[config.mk]
export PLATFORM = sky130hd
export DESIGN_NAME = ctl_enum_responder
export DESIGN_NICKNAME = d
export VERILOG_FILES = /design/src/rtl/ctl_enum_pkg.sv /design/src/rtl/ctl_setup_capture.sv /design/src/rtl/ctl_req_decode.sv /design/src/rtl/ctl_desc_rom.sv /design/src/rtl/ctl_enum_responder.sv
export SDC_FILE = /design/constraint.sdc
export NUM_CORES = 1
export LEC_CHECK = 0
export BUFFER_PORTS_ARGS = -buffer_cell sky130_fd_sc_hd__buf_2
export CAP_MARGIN = 10
export CORE_ASPECT_RATIO = 0.9
export CORE_UTILIZATION = 32
export CTS_CLUSTER_SIZE = 10
export DETAILED_ROUTE_END_ITERATION = 16
export PLACE_DENSITY = 0.51
export SLEW_MARGIN = 30
export SYNTH_ARGS = -nofsm -noshare
export SYNTH_HDL_FRONTEND = slang
export SYNTH_SLANG_ARGS = --single-unit
[constraint.sdc]
create_clock -name clk_i -period 10.78 [get_ports clk_i]
set_input_delay 0.539 -clock clk_i [delete_from_list [all_inputs] [get_ports clk_i]]
set_output_delay 0.539 -clock clk_i [all_outputs]
set_load 0.05 [all_outputs]
[src/rtl/ctl_enum_pkg.sv]
package ctl_enum_pkg;
  localparam int SETUP_BYTES = 8;
  localparam int DEV_LEN     = 18;
  localparam int CFG_LEN     = 25;
  localparam int ROM_DEPTH   = DEV_LEN + CFG_LEN;
  localparam int ROM_AW      = $clog2(ROM_DEPTH);

  localparam logic [7:0] RT_STD_IN  = 8'h80;
  localparam logic [7:0] RT_STD_OUT = 8'h00;
  localparam logic [7:0] RQ_SET_ADDR = 8'h05;
  localparam logic [7:0] RQ_GET_DESC = 8'h06;
  localparam logic [7:0] RQ_GET_CFG  = 8'h08;
  localparam logic [7:0] RQ_SET_CFG  = 8'h09;
  localparam logic [7:0] DT_DEVICE   = 8'h01;
  localparam logic [7:0] DT_CONFIG   = 8'h02;

  typedef struct packed {
    logic [7:0]  rtype;
    logic [7:0]  code;
    logic [15:0] value;
    logic [15:0] index;
    logic [15:0] length;
  } setup_t;

  typedef enum logic [2:0] {
    ACT_STALL, ACT_DESC, ACT_GET_CFG, ACT_SET_ADDR, ACT_SET_CFG
  } act_e;

  typedef enum logic [2:0] {
    ST_IDLE, ST_DATA, ST_STAT_OUT, ST_STAT_IN, ST_STALL
  } ep0_state_e;
endpackage

[src/rtl/ctl_setup_capture.sv]
module ctl_setup_capture
  import ctl_enum_pkg::*;
(
  input  logic         clk_i,
  input  logic         rst_ni,
  input  logic         clear_i,
  input  logic         valid_i,
  input  logic         first_i,
  input  logic [7:0]   byte_i,
  output logic         done_o,
  output setup_t       setup_o
);
  localparam int CNT_W = $clog2(SETUP_BYTES + 1);
  localparam logic [CNT_W-1:0] LAST_IDX = CNT_W'(SETUP_BYTES - 1);

  logic [7:0]       bytes_q [SETUP_BYTES];
  logic [CNT_W-1:0] cnt_q;

  always_ff @(posedge clk_i or negedge rst_ni) begin
    if (!rst_ni) begin
      cnt_q  <= '0;
      done_o <= 1'b0;
      for (int i = 0; i < SETUP_BYTES; i++) bytes_q[i] <= '0;
    end else begin
      done_o <= 1'b0;
      if (clear_i) begin
        cnt_q <= '0;
      end else if (valid_i && first_i) begin
        bytes_q[0] <= byte_i;
        cnt_q      <= CNT_W'(1);
      end else if (valid_i && cnt_q != '0) begin
        bytes_q[cnt_q] <= byte_i;
        if (cnt_q == LAST_IDX) begin
          cnt_q  <= '0;
          done_o <= 1'b1;
        end else begin
          cnt_q <= cnt_q + CNT_W'(1);
        end
      end
    end
  end

  // little-endian field assembly
  assign setup_o = '{rtype:  bytes_q[0],
                     code:   bytes_q[1],
                     value:  {bytes_q[3], bytes_q[2]},
                     index:  {bytes_q[5], bytes_q[4]},
                     length: {bytes_q[7], bytes_q[6]}};

  a_r2_done_follows_byte: assert property (@(posedge clk_i) disable iff (!rst_ni)
    done_o |-> $past(valid_i));
endmodule

[src/rtl/ctl_req_decode.sv]
module ctl_req_decode
  import ctl_enum_pkg::*;
#(
  parameter logic [7:0] CFG_VALUE = 8'd1
) (
  input  setup_t            setup_i,
  output act_e              act_o,
  output logic [ROM_AW-1:0] base_o,
  output logic [7:0]        count_o,
  output logic [6:0]        new_addr_o,
  output logic [7:0]        new_cfg_o
);
  logic [7:0] len;

  always_comb begin
    act_o  = ACT_STALL;
    base_o = '0;
    len    = '0;
    unique case ({setup_i.rtype, setup_i.code})
      {RT_STD_IN, RQ_GET_DESC}: begin
        if (setup_i.index == '0 && setup_i.value[7:0] == '0) begin
          if (setup_i.value[15:8] == DT_DEVICE) begin
            act_o = ACT_DESC;
            len   = 8'(DEV_LEN);
          end else if (setup_i.value[15:8] == DT_CONFIG) begin
            act_o  = ACT_DESC;
            base_o = ROM_AW'(DEV_LEN);
            len    = 8'(CFG_LEN);
          end
        end
      end
      {RT_STD_IN, RQ_GET_CFG}: begin
        if (setup_i.value == '0 && setup_i.index == '0) begin
          act_o = ACT_GET_CFG;
          len   = 8'd1;
        end
      end
      {RT_STD_OUT, RQ_SET_ADDR}: begin
        if (setup_i.value[15:7] == '0 && setup_i.index == '0 && setup_i.length == '0)
          act_o = ACT_SET_ADDR;
      end
      {RT_STD_OUT, RQ_SET_CFG}: begin
        if (setup_i.value[15:8] == '0 && setup_i.index == '0 && setup_i.length == '0 &&
            (setup_i.value[7:0] == '0 || setup_i.value[7:0] == CFG_VALUE))
          act_o = ACT_SET_CFG;
      end
      default: act_o = ACT_STALL;
    endcase
  end

  assign count_o    = (setup_i.length < {8'h00, len}) ? setup_i.length[7:0] : len;
  assign new_addr_o = setup_i.value[6:0];
  assign new_cfg_o  = setup_i.value[7:0];
endmodule

[src/rtl/ctl_desc_rom.sv]
module ctl_desc_rom
  import ctl_enum_pkg::*;
#(
  parameter logic [15:0] VENDOR_ID   = 16'h1234,
  parameter logic [15:0] PRODUCT_ID  = 16'h5678,
  parameter logic [7:0]  EP0_MAX_PKT = 8'd64,
  parameter logic [7:0]  CFG_VALUE   = 8'd1
) (
  input  logic [ROM_AW-1:0] addr_i,
  output logic [7:0]        data_o
);
  logic [ROM_AW-1:0] cfg_off;
  assign cfg_off = addr_i - ROM_AW'(DEV_LEN);

  always_comb begin
    data_o = 8'h00;
    if (addr_i < ROM_AW'(DEV_LEN)) begin
      unique case (addr_i)
        'd0:  data_o = 8'(DEV_LEN);
        'd1:  data_o = DT_DEVICE;
        'd2:  data_o = 8'h10;           // spec release 1.10
        'd3:  data_o = 8'h01;
        'd7:  data_o = EP0_MAX_PKT;
        'd8:  data_o = VENDOR_ID[7:0];
        'd9:  data_o = VENDOR_ID[15:8];
        'd10: data_o = PRODUCT_ID[7:0];
        'd11: data_o = PRODUCT_ID[15:8];
        'd13: data_o = 8'h01;
        'd17: data_o = 8'h01;           // one configuration
        default: data_o = 8'h00;
      endcase
    end else if (addr_i < ROM_AW'(ROM_DEPTH)) begin
      unique case (cfg_off)
        'd0:  data_o = 8'd9;
        'd1:  data_o = DT_CONFIG;
        'd2:  data_o = 8'(CFG_LEN);
        'd4:  data_o = 8'd1;            // interfaces
        'd5:  data_o = CFG_VALUE;
        'd7:  data_o = 8'h80;           // bus powered
        'd8:  data_o = 8'd50;           // 100 mA
        'd9:  data_o = 8'd9;            // interface descriptor
        'd10: data_o = 8'h04;
        'd13: data_o = 8'd1;            // endpoints
        'd14: data_o = 8'hFF;           // vendor class
        'd18: data_o = 8'd7;            // endpoint descriptor
        'd19: data_o = 8'h05;
        'd20: data_o = 8'h81;           // EP1 IN
        'd21: data_o = 8'h02;           // bulk
        'd22: data_o = EP0_MAX_PKT;
        default: data_o = 8'h00;
      endcase
    end
  end
endmodule

[src/rtl/ctl_enum_responder.sv]
module ctl_enum_responder
  import ctl_enum_pkg::*;
#(
  parameter logic [15:0] VENDOR_ID   = 16'h1234,
  parameter logic [15:0] PRODUCT_ID  = 16'h5678,
  parameter logic [7:0]  EP0_MAX_PKT = 8'd64,
  parameter logic [7:0]  CFG_VALUE   = 8'd1
) (
  input  logic       clk_i,
  input  logic       rst_ni,
  input  logic       bus_reset_i,
  input  logic       setup_valid_i,
  input  logic       setup_first_i,
  input  logic [7:0] setup_byte_i,
  input  logic       in_ready_i,
  output logic       in_valid_o,
  output logic [7:0] in_data_o,
  output logic       in_last_o,
  output logic       status_in_o,
  output logic       status_out_o,
  input  logic       status_ack_i,
  output logic       stall_o,
  output logic [6:0] dev_addr_o,
  output logic [7:0] config_o
);
  setup_t            setup;
  logic              setup_done;
  act_e              act;
  logic [ROM_AW-1:0] base;
  logic [7:0]        count;
  logic [6:0]        new_addr;
  logic [7:0]        new_cfg;
  logic [7:0]        rom_data;

  ep0_state_e        state_q;
  logic [ROM_AW-1:0] ptr_q;
  logic [7:0]        remain_q;
  logic              cfg_reply_q;
  logic [6:0]        addr_pend_q;
  logic              addr_pend_v_q;
  logic              new_setup;

  assign new_setup = setup_valid_i && setup_first_i;

  ctl_setup_capture u_capture (
    .clk_i, .rst_ni,
    .clear_i (bus_reset_i),
    .valid_i (setup_valid_i),
    .first_i (setup_first_i),
    .byte_i  (setup_byte_i),
    .done_o  (setup_done),
    .setup_o (setup)
  );

  ctl_req_decode #(.CFG_VALUE(CFG_VALUE)) u_decode (
    .setup_i    (setup),
    .act_o      (act),
    .base_o     (base),
    .count_o    (count),
    .new_addr_o (new_addr),
    .new_cfg_o  (new_cfg)
  );

  ctl_desc_rom #(
    .VENDOR_ID(VENDOR_ID), .PRODUCT_ID(PRODUCT_ID),
    .EP0_MAX_PKT(EP0_MAX_PKT), .CFG_VALUE(CFG_VALUE)
  ) u_rom (
    .addr_i (ptr_q),
    .data_o (rom_data)
  );

  always_ff @(posedge clk_i or negedge rst_ni) begin
    if (!rst_ni) begin
      state_q       <= ST_IDLE;
      ptr_q         <= '0;
      remain_q      <= '0;
      cfg_reply_q   <= 1'b0;
      addr_pend_q   <= '0;
      addr_pend_v_q <= 1'b0;
      dev_addr_o    <= '0;
      config_o      <= '0;
    end else if (bus_reset_i) begin
      state_q       <= ST_IDLE;
      remain_q      <= '0;
      addr_pend_v_q <= 1'b0;
      dev_addr_o    <= '0;
      config_o      <= '0;
    end else if (new_setup) begin
      state_q       <= ST_IDLE;      // abort whatever stage was running
      remain_q      <= '0;
      addr_pend_v_q <= 1'b0;
    end else if (setup_done) begin
      unique case (act)
        ACT_DESC, ACT_GET_CFG: begin
          ptr_q       <= base;
          remain_q    <= count;
          cfg_reply_q <= (act == ACT_GET_CFG);
          state_q     <= (count == '0) ? ST_STAT_OUT : ST_DATA;
        end
        ACT_SET_ADDR: begin
          addr_pend_q   <= new_addr;
          addr_pend_v_q <= 1'b1;
          state_q       <= ST_STAT_IN;
        end
        ACT_SET_CFG: begin
          config_o <= new_cfg;
          state_q  <= ST_STAT_IN;
        end
        default: state_q <= ST_STALL;
      endcase
    end else begin
      unique case (state_q)
        ST_DATA: if (in_ready_i) begin
          ptr_q    <= ptr_q + ROM_AW'(1);
          remain_q <= remain_q - 8'd1;
          if (remain_q == 8'd1) state_q <= ST_STAT_OUT;
        end
        ST_STAT_OUT: if (status_ack_i) state_q <= ST_IDLE;
        ST_STAT_IN: if (status_ack_i) begin
          state_q <= ST_IDLE;
          if (addr_pend_v_q) dev_addr_o <= addr_pend_q;
          addr_pend_v_q <= 1'b0;
        end
        default: ;
      endcase
    end
  end

  assign in_valid_o   = (state_q == ST_DATA);
  assign in_data_o    = cfg_reply_q ? config_o : rom_data;
  assign in_last_o    = in_valid_o && (remain_q == 8'd1);
  assign status_out_o = (state_q == ST_STAT_OUT);
  assign status_in_o  = (state_q == ST_STAT_IN);
  assign stall_o      = (state_q == ST_STALL);

  a_r7_addr_moves_on_ack: assert property (@(posedge clk_i) disable iff (!rst_ni)
    (dev_addr_o != $past(dev_addr_o)) |-> ($past(status_ack_i) || $past(bus_reset_i)));
  a_r12_bus_reset_clears: assert property (@(posedge clk_i) disable iff (!rst_ni)
    bus_reset_i |=> (dev_addr_o == '0 && config_o == '0));
  a_r6_last_with_valid: assert property (@(posedge clk_i) disable iff (!rst_ni)
    in_last_o |-> in_valid_o);
  a_r13_hold_under_backpressure: assert property (@(posedge clk_i) disable iff (!rst_ni)
    (in_valid_o && !in_ready_i && !bus_reset_i && !new_setup && !setup_done)
      |=> (in_valid_o && $stable(in_data_o)));
  a_r10_one_phase: assert property (@(posedge clk_i) disable iff (!rst_ni)
    $onehot0({in_valid_o, status_in_o, status_out_o, stall_o}));
  a_r5_single_packet: assert property (@(posedge clk_i) disable iff (!rst_ni)
    remain_q <= EP0_MAX_PKT);
endmodule

==> results.cfg, run 1 <==
[pwr]
p_sw_share_pct = 25.2
power.switching_uw = 216
p_per_area_nw_per_um2 = 131
cellLeakagePower_nw = 3.05
power_frac_clock_pct = 39.4
pwr-share-seq_pct = 51.7
intPower_uw = 640
power_frac_comb_pct = 8.8
ir_drop_mv = 0.0894

[cells_and_area]
drive_above_1_share_pct = 25.1
final_nets = 605
area_delta_synth_final_pct = 13.2
diodes = 0
fin_area_sq_um = 6540
fin_cells = 818

[placement]
portBuffers = 42
placed_area_sq_um = 6240
dp_hpwl_mm = 10.3
dp_cells = 803
place.gp.congestion = 0.813

[worst_setup_path]
critPathKind = reg -> reg
required_ns = 11.04
startpoint_type = flop
critPathMaxFanout = 7
arrival_ns = 4.18
end_kind = flop

[synthesis]
synth_top_family_by_area = simple AND/OR/NAND/NOR gates
synthMuxAreaShare_pct = 17.3
ys_ff_latch = 110
yosysWarnings = 0
synthTopCellsByCount = dfrtp_1, mux2_2, nor2_1, nand2_1, a21oi_1
synthXorXnorAreaFrac_pct = 1.21
synth-main-ff-cell = dfrtp_1
syn_area_sq_um = 5780
synth_compound_area_share_pct = 9.68
yosysMostFrequentCell = dfrtp_1
synth_edf_count = 0
yosys.area_share.simple_pct = 18.4
syn-num-nets = 568
yosysUniqueCellTypes = 58
netlist_instances = 537
synth_top_area_cell = dfrtp_1
synth_fa_ha_area_share_pct = 3.46
synth_top_cell_area_share_pct = 47.6
yosysSeqAreaShare_pct = 47.6
async_flop_share_pct = 100
syn_area_per_cell_sq_um = 10.8
synth_area_leaders = dfrtp_1, mux2_2, ha_1

[clock_network]
ctsLongestPathBuffers = 2
cts_made_buffers = 9
clk_pin_slew_ns = 0.07
clkSinkCount = 110
cts_resized = 0
cts_hold_buf = 0
htree_num_levels = 3
cts_setup_buffers = 0
cts-root-buf = clkbuf_16
clk_latency_ns = 0.35
cts_tree = done

[floorplanning]
start_util_pct = 32.7
dieArea_sq_um = 18600
io_pins = 43
core_area_sq_um = 17700
core.rowCount = 46
die_w_um = 144
die_h_um = 129

[grt]
use_met3_pct = 3.99
gr-total-overflow = 0
grt_pass1_vias = 4338
track_usage_pct = 16.5
grt_max_degree = 70
busiest_layer = met2
antenna_found_initial = 0
use_met1_pct = 22.6
grt_pass1_wl_mm = 23.4
use_met2_pct = 26.5

[timing]
period_share_pct = 36.3
tns_ns = 0
tightest_slew_ns = 0.957
slew_headroom_pct = 36.2
setup_viol = 0
max_freq_mhz = 256
hold_viol = 0
fin_skew_ns = 0.00551
rsz0062_at_grt = no
drv_slew = 0
fin_crit_ns = 3.91
timing.hold.ws_ns = 0.166

[status]
status = finished clean

[drt]
ant_nets = 0
drt_iter0_drc = 270
num_vias = 4336
post-route-drc-count = 0
drt-vias-per-instance = 5.30
drtPass1Iterations = 5
wl_mm = 14.5
wl_per_cell_um = 17.8

[hold_path]
min_path_type = in -> async

[run]
max_cap_violations = 0
## cells by family after synthesis
| group | after synthesis |
|---|---|
| compound gates | 85 |
| fa+ha+maj | 16 |
| xor+xnor | 8 |
| mux | 91 |
| buf+inv | 35 |
| flops | 110 |
| simple gates | 192 |
## power groups by stage
| stage | clock network, mW | logic, mW | registers (mW) |
|---|---|---|---|
| 6_report | 0.338 | 0.0755 | 0.443 |
| 5_1_grt | 0.367 | 0.0832 | 0.446 |
| 4_1_cts | 0.350 | 0.0764 | 0.443 |
| 3_5_place_dp | 0 | 0.0759 | 0.451 |
| 3_3_place_gp | 0 | 0.0740 | 0.450 |
| 2_1_floorplan | 0 | 0.0479 | 0.446 |
## critical path: stages, from the launching register on
cell and delay [ns]:
dfrtp_1 0.40, or4_4 0.56, nor4_4 0.40, nand4_1 0.23
nor3_1 0.50, inv_1 0.10, ha_1 0.29, o211ai_1 0.11
o21bai_1 0.26, o31ai_4 0.17, or4_2 0.62, a31oi_1 0.17
## per-layer routing
layer / vias up / share of wire (%)
met5: - / 0
met2: 106 / 46
met3: 8 / 4.7
met1: 2161 / 49
met4: 0 / 0.76
li1: 2061 / -
## cells in the final DEF (no fill, tap or decap), types with 16 or more instances in the layout
| cell type | netlist | routed |
|---|---|---|
| nand2_1 | 36 | 36 |
| mux2_2 | 73 | 73 |
| o21ai_0 | 18 | 18 |
| dfrtp_1 | 110 | 110 |
| ha_1 | 16 | 16 |
| mux2i_1 | 18 | 18 |
| inv_1 | 17 | 17 |
| nor2_1 | 45 | 45 |
| a21oi_1 | 24 | 24 |
| buf_2 | 0 | 41 |
## final timing paths
check                                            from  cells past startpoint                     to  slack (ns)
worst max-delay path            u_capture.setup_o[35]                     11            remain_q[4]        6.87
worst min-delay path                           rst_ni                      1            remain_q[6]        0.17
worst max register to register  u_capture.setup_o[35]                     11            remain_q[4]        6.87
worst min register to register  u_capture.setup_o[17]                      1  u_capture.setup_o[17]        0.51
max in group asynchronous                      rst_ni                      2  u_capture.setup_o[36]        9.32
min in group clk_i              u_capture.setup_o[17]                      1  u_capture.setup_o[17]        0.51
## metrics by stage
stage          setup slack [ns]  power, mW  utilization [%]
6_report                   6.87      0.856             37.0
5_1_grt                    6.70      0.896             37.0
4_1_cts                    6.90      0.869             37.0
3_5_place_dp               6.92      0.527             35.3
3_3_place_gp               7.07      0.524             35.3
2_1_floorplan              7.38      0.494                -
## layout make-up
cell class | instances | area, sq um
sequential | 110 | 2750
clock buffer | 9 | 225
fill | 1783 | 11100
inverter | 17 | 63.8
multi-input combinational | 392 | 2900
timing repair buffer | 44 | 228
tap | 240 | 300
clock inverter | 6 | 68.8
## registers in the layout (all words and copies together), names as in the netlist, 3 cells and up
| name | cells |
|---|---|
| addr_pend_q | 7 |
| config_o | 8 |
| dev_addr_o | 7 |
| ptr_q | 6 |
| remain_q | 8 |
| state_q | 3 |
| u_capture.cnt_q | 4 |
| u_capture.setup_o | 64 |
No activity file was read; power rests on OpenSTA's default activity.
==> run 2, diff against run 1 <==
==> constraint.sdc (replaced) <==
create_clock -name clk_i -period 3.6 [get_ports clk_i]
set_input_delay 0.18 -clock clk_i [delete_from_list [all_inputs] [get_ports clk_i]]
set_output_delay 0.18 -clock clk_i [all_outputs]
set_load 0.05 [all_outputs]
==> run 2 against run 1 <==
  * Fmax rose by 17%
  * Clock power increased to 2.9 times the previous value
  * Register-to-register slack worse by 6.6 ns
  * Non-clock buffer count grew 9
  * Power increased to 3.0 times the previous value
  * Hold slack gained 0.021 ns
  * Die area did not move
==> results.cfg, run 2 (synthesis results as in run 1) <==
[cells_and_area]
fin_area_sq_um = 6630
drive_above_1_share_pct = 26.7
layout_commonest_cell = dfrtp_1
area_delta_synth_final_pct = 14.7
largest_reg_flops = 64
final_nets = 614
diodes = 0
fin_cells = 828
final_util_pct = 37.5
fill_cells = 1774
mostFrequentLayoutCells = dfrtp_1, mux2_2, nor2_1, buf_2, nand2_1

[pwr]
ir_drop_mv = 0.224
p_total_mw = 2.56
p_per_area_nw_per_um2 = 386
cellLeakagePower_nw = 3.10

[worst_setup_path]
critPathKind = reg -> reg
required_ns = 3.83
critPathMaxFanout = 5
end_kind = flop
r2r_setup_slack_ns = 0.25
startpoint_type = flop
arrival_ns = 3.58

[floorplanning]
dieArea_sq_um = 18600
core.rowCount = 46
start_util_pct = 32.7
io_pins = 43
die_w_um = 144
die_h_um = 129
core_area_sq_um = 17700

[timing]
layout_setup_ws_ns = 0.250
rsz0062_at_grt = no
hold_viol = 0
timing.hold.ws_ns = 0.187
tns_ns = 0
drv_slew = 0
tightest_slew_ns = 0.912
max_freq_mhz = 299
fin_crit_ns = 3.35
slew_headroom_pct = 39.2
fin_skew_ns = 0.00823
setup_viol = 0
period_share_pct = 93.0

[drt]
wl_per_cell_um = 17.1
drt-vias-per-instance = 5.24
drt_iter0_drc = 191
drtPass1Iterations = 4
ant_nets = 0
num_vias = 4335
post-route-drc-count = 0
wl_mm = 14.1

[clock_network]
clk_pin_slew_ns = 0.08
ctsLongestPathBuffers = 2
cts_tree = done
clkSinkCount = 110
clk_latency_ns = 0.35
htree_num_levels = 3
cts-root-buf = clkbuf_16
cts_made_buffers = 9

[hold_path]
min_path_type = in -> reg

[placement]
placed_area_sq_um = 6290
portBuffers = 42
dp_hpwl_mm = 10.3
dp_cells = 809
pre_cts_ws_ns = 0.0558
place.gp.congestion = 0.880

[grt]
track_usage_pct = 16.1
grt_pass1_vias = 4298
gr-total-overflow = 0
grt_pass1_wl_mm = 23.0
grt_max_degree = 59
antenna_found_initial = 0

[status]
status = finished clean

[run]
max_cap_violations = 0
run 2: path summary, 6_finish.rpt:
check | startpoint | endpoint | depth (start not counted)
worst min register to register | u_capture.setup_o[16] | u_capture.setup_o[16] | 1
max in group asynchronous | rst_ni | addr_pend_q[5] | 3
min in group asynchronous | rst_ni | remain_q[6] | 2
worst max register to register | u_capture.setup_o[35] | state_q[0] | 11
worst min-delay path | bus_reset_i | dev_addr_o[6] | 2
worst max-delay path | u_capture.setup_o[35] | state_q[0] | 11
run 2: critical path, stage by stage, from the launching register on:
cell and delay [ns]:
dfrtp_1 0.41, or4_4 0.56, nor4_4 0.20, nand4_1 0.24
nor3_2 0.21, inv_1 0.07, ha_1 0.19, or4_1 0.52
o31ai_4 0.32, buf_4 0.18, a21oi_1 0.05, or2_2 0.27
run 2: timing repair:
item                                    CTS  global route
resized for setup                         0             3
endpoints found under the setup margin    0             6
hold endpoints to repair                 56             0
hold buffers                              1             0
setup buffers                             0             2
run 2: layout make-up:
| type | count | area, sq um | area share (%) |
|---|---|---|---|
| clock buffer | 9 | 225 | 3.40 |
| clock inverter | 7 | 75.1 | 1.13 |
| inverter | 17 | 63.8 | 0.962 |
| multi-input combinational | 392 | 2920 | 44.0 |
| sequential | 110 | 2750 | 41.5 |
| tap | 240 | 300 | 4.53 |
| timing repair buffer | 53 | 298 | 4.49 |
run 2: where the power goes:
part / leakage [nW] / switching, mW / total, mW / internal, mW
registers: 1.49 / 0.0420 / 1.33 / 1.28
clock network: 0.150 / 0.499 / 0.995 / 0.496
logic: 1.45 / 0.138 / 0.237 / 0.0998
run 2: routing by layer:
| layer | GRT usage (%) | share of wire, % | wire [um] | vias up |
|---|---|---|---|---|
| met5 | 0 | 0 | 0 | - |
| met4 | 3.50 | 1.1 | 156 | 0 |
| met3 | 2.96 | 3.3 | 461 | 10 |
| met2 | 25.9 | 46 | 6440 | 84 |
| met1 | 22.4 | 50 | 7080 | 2173 |
| li1 | - | - | - | 2068 |
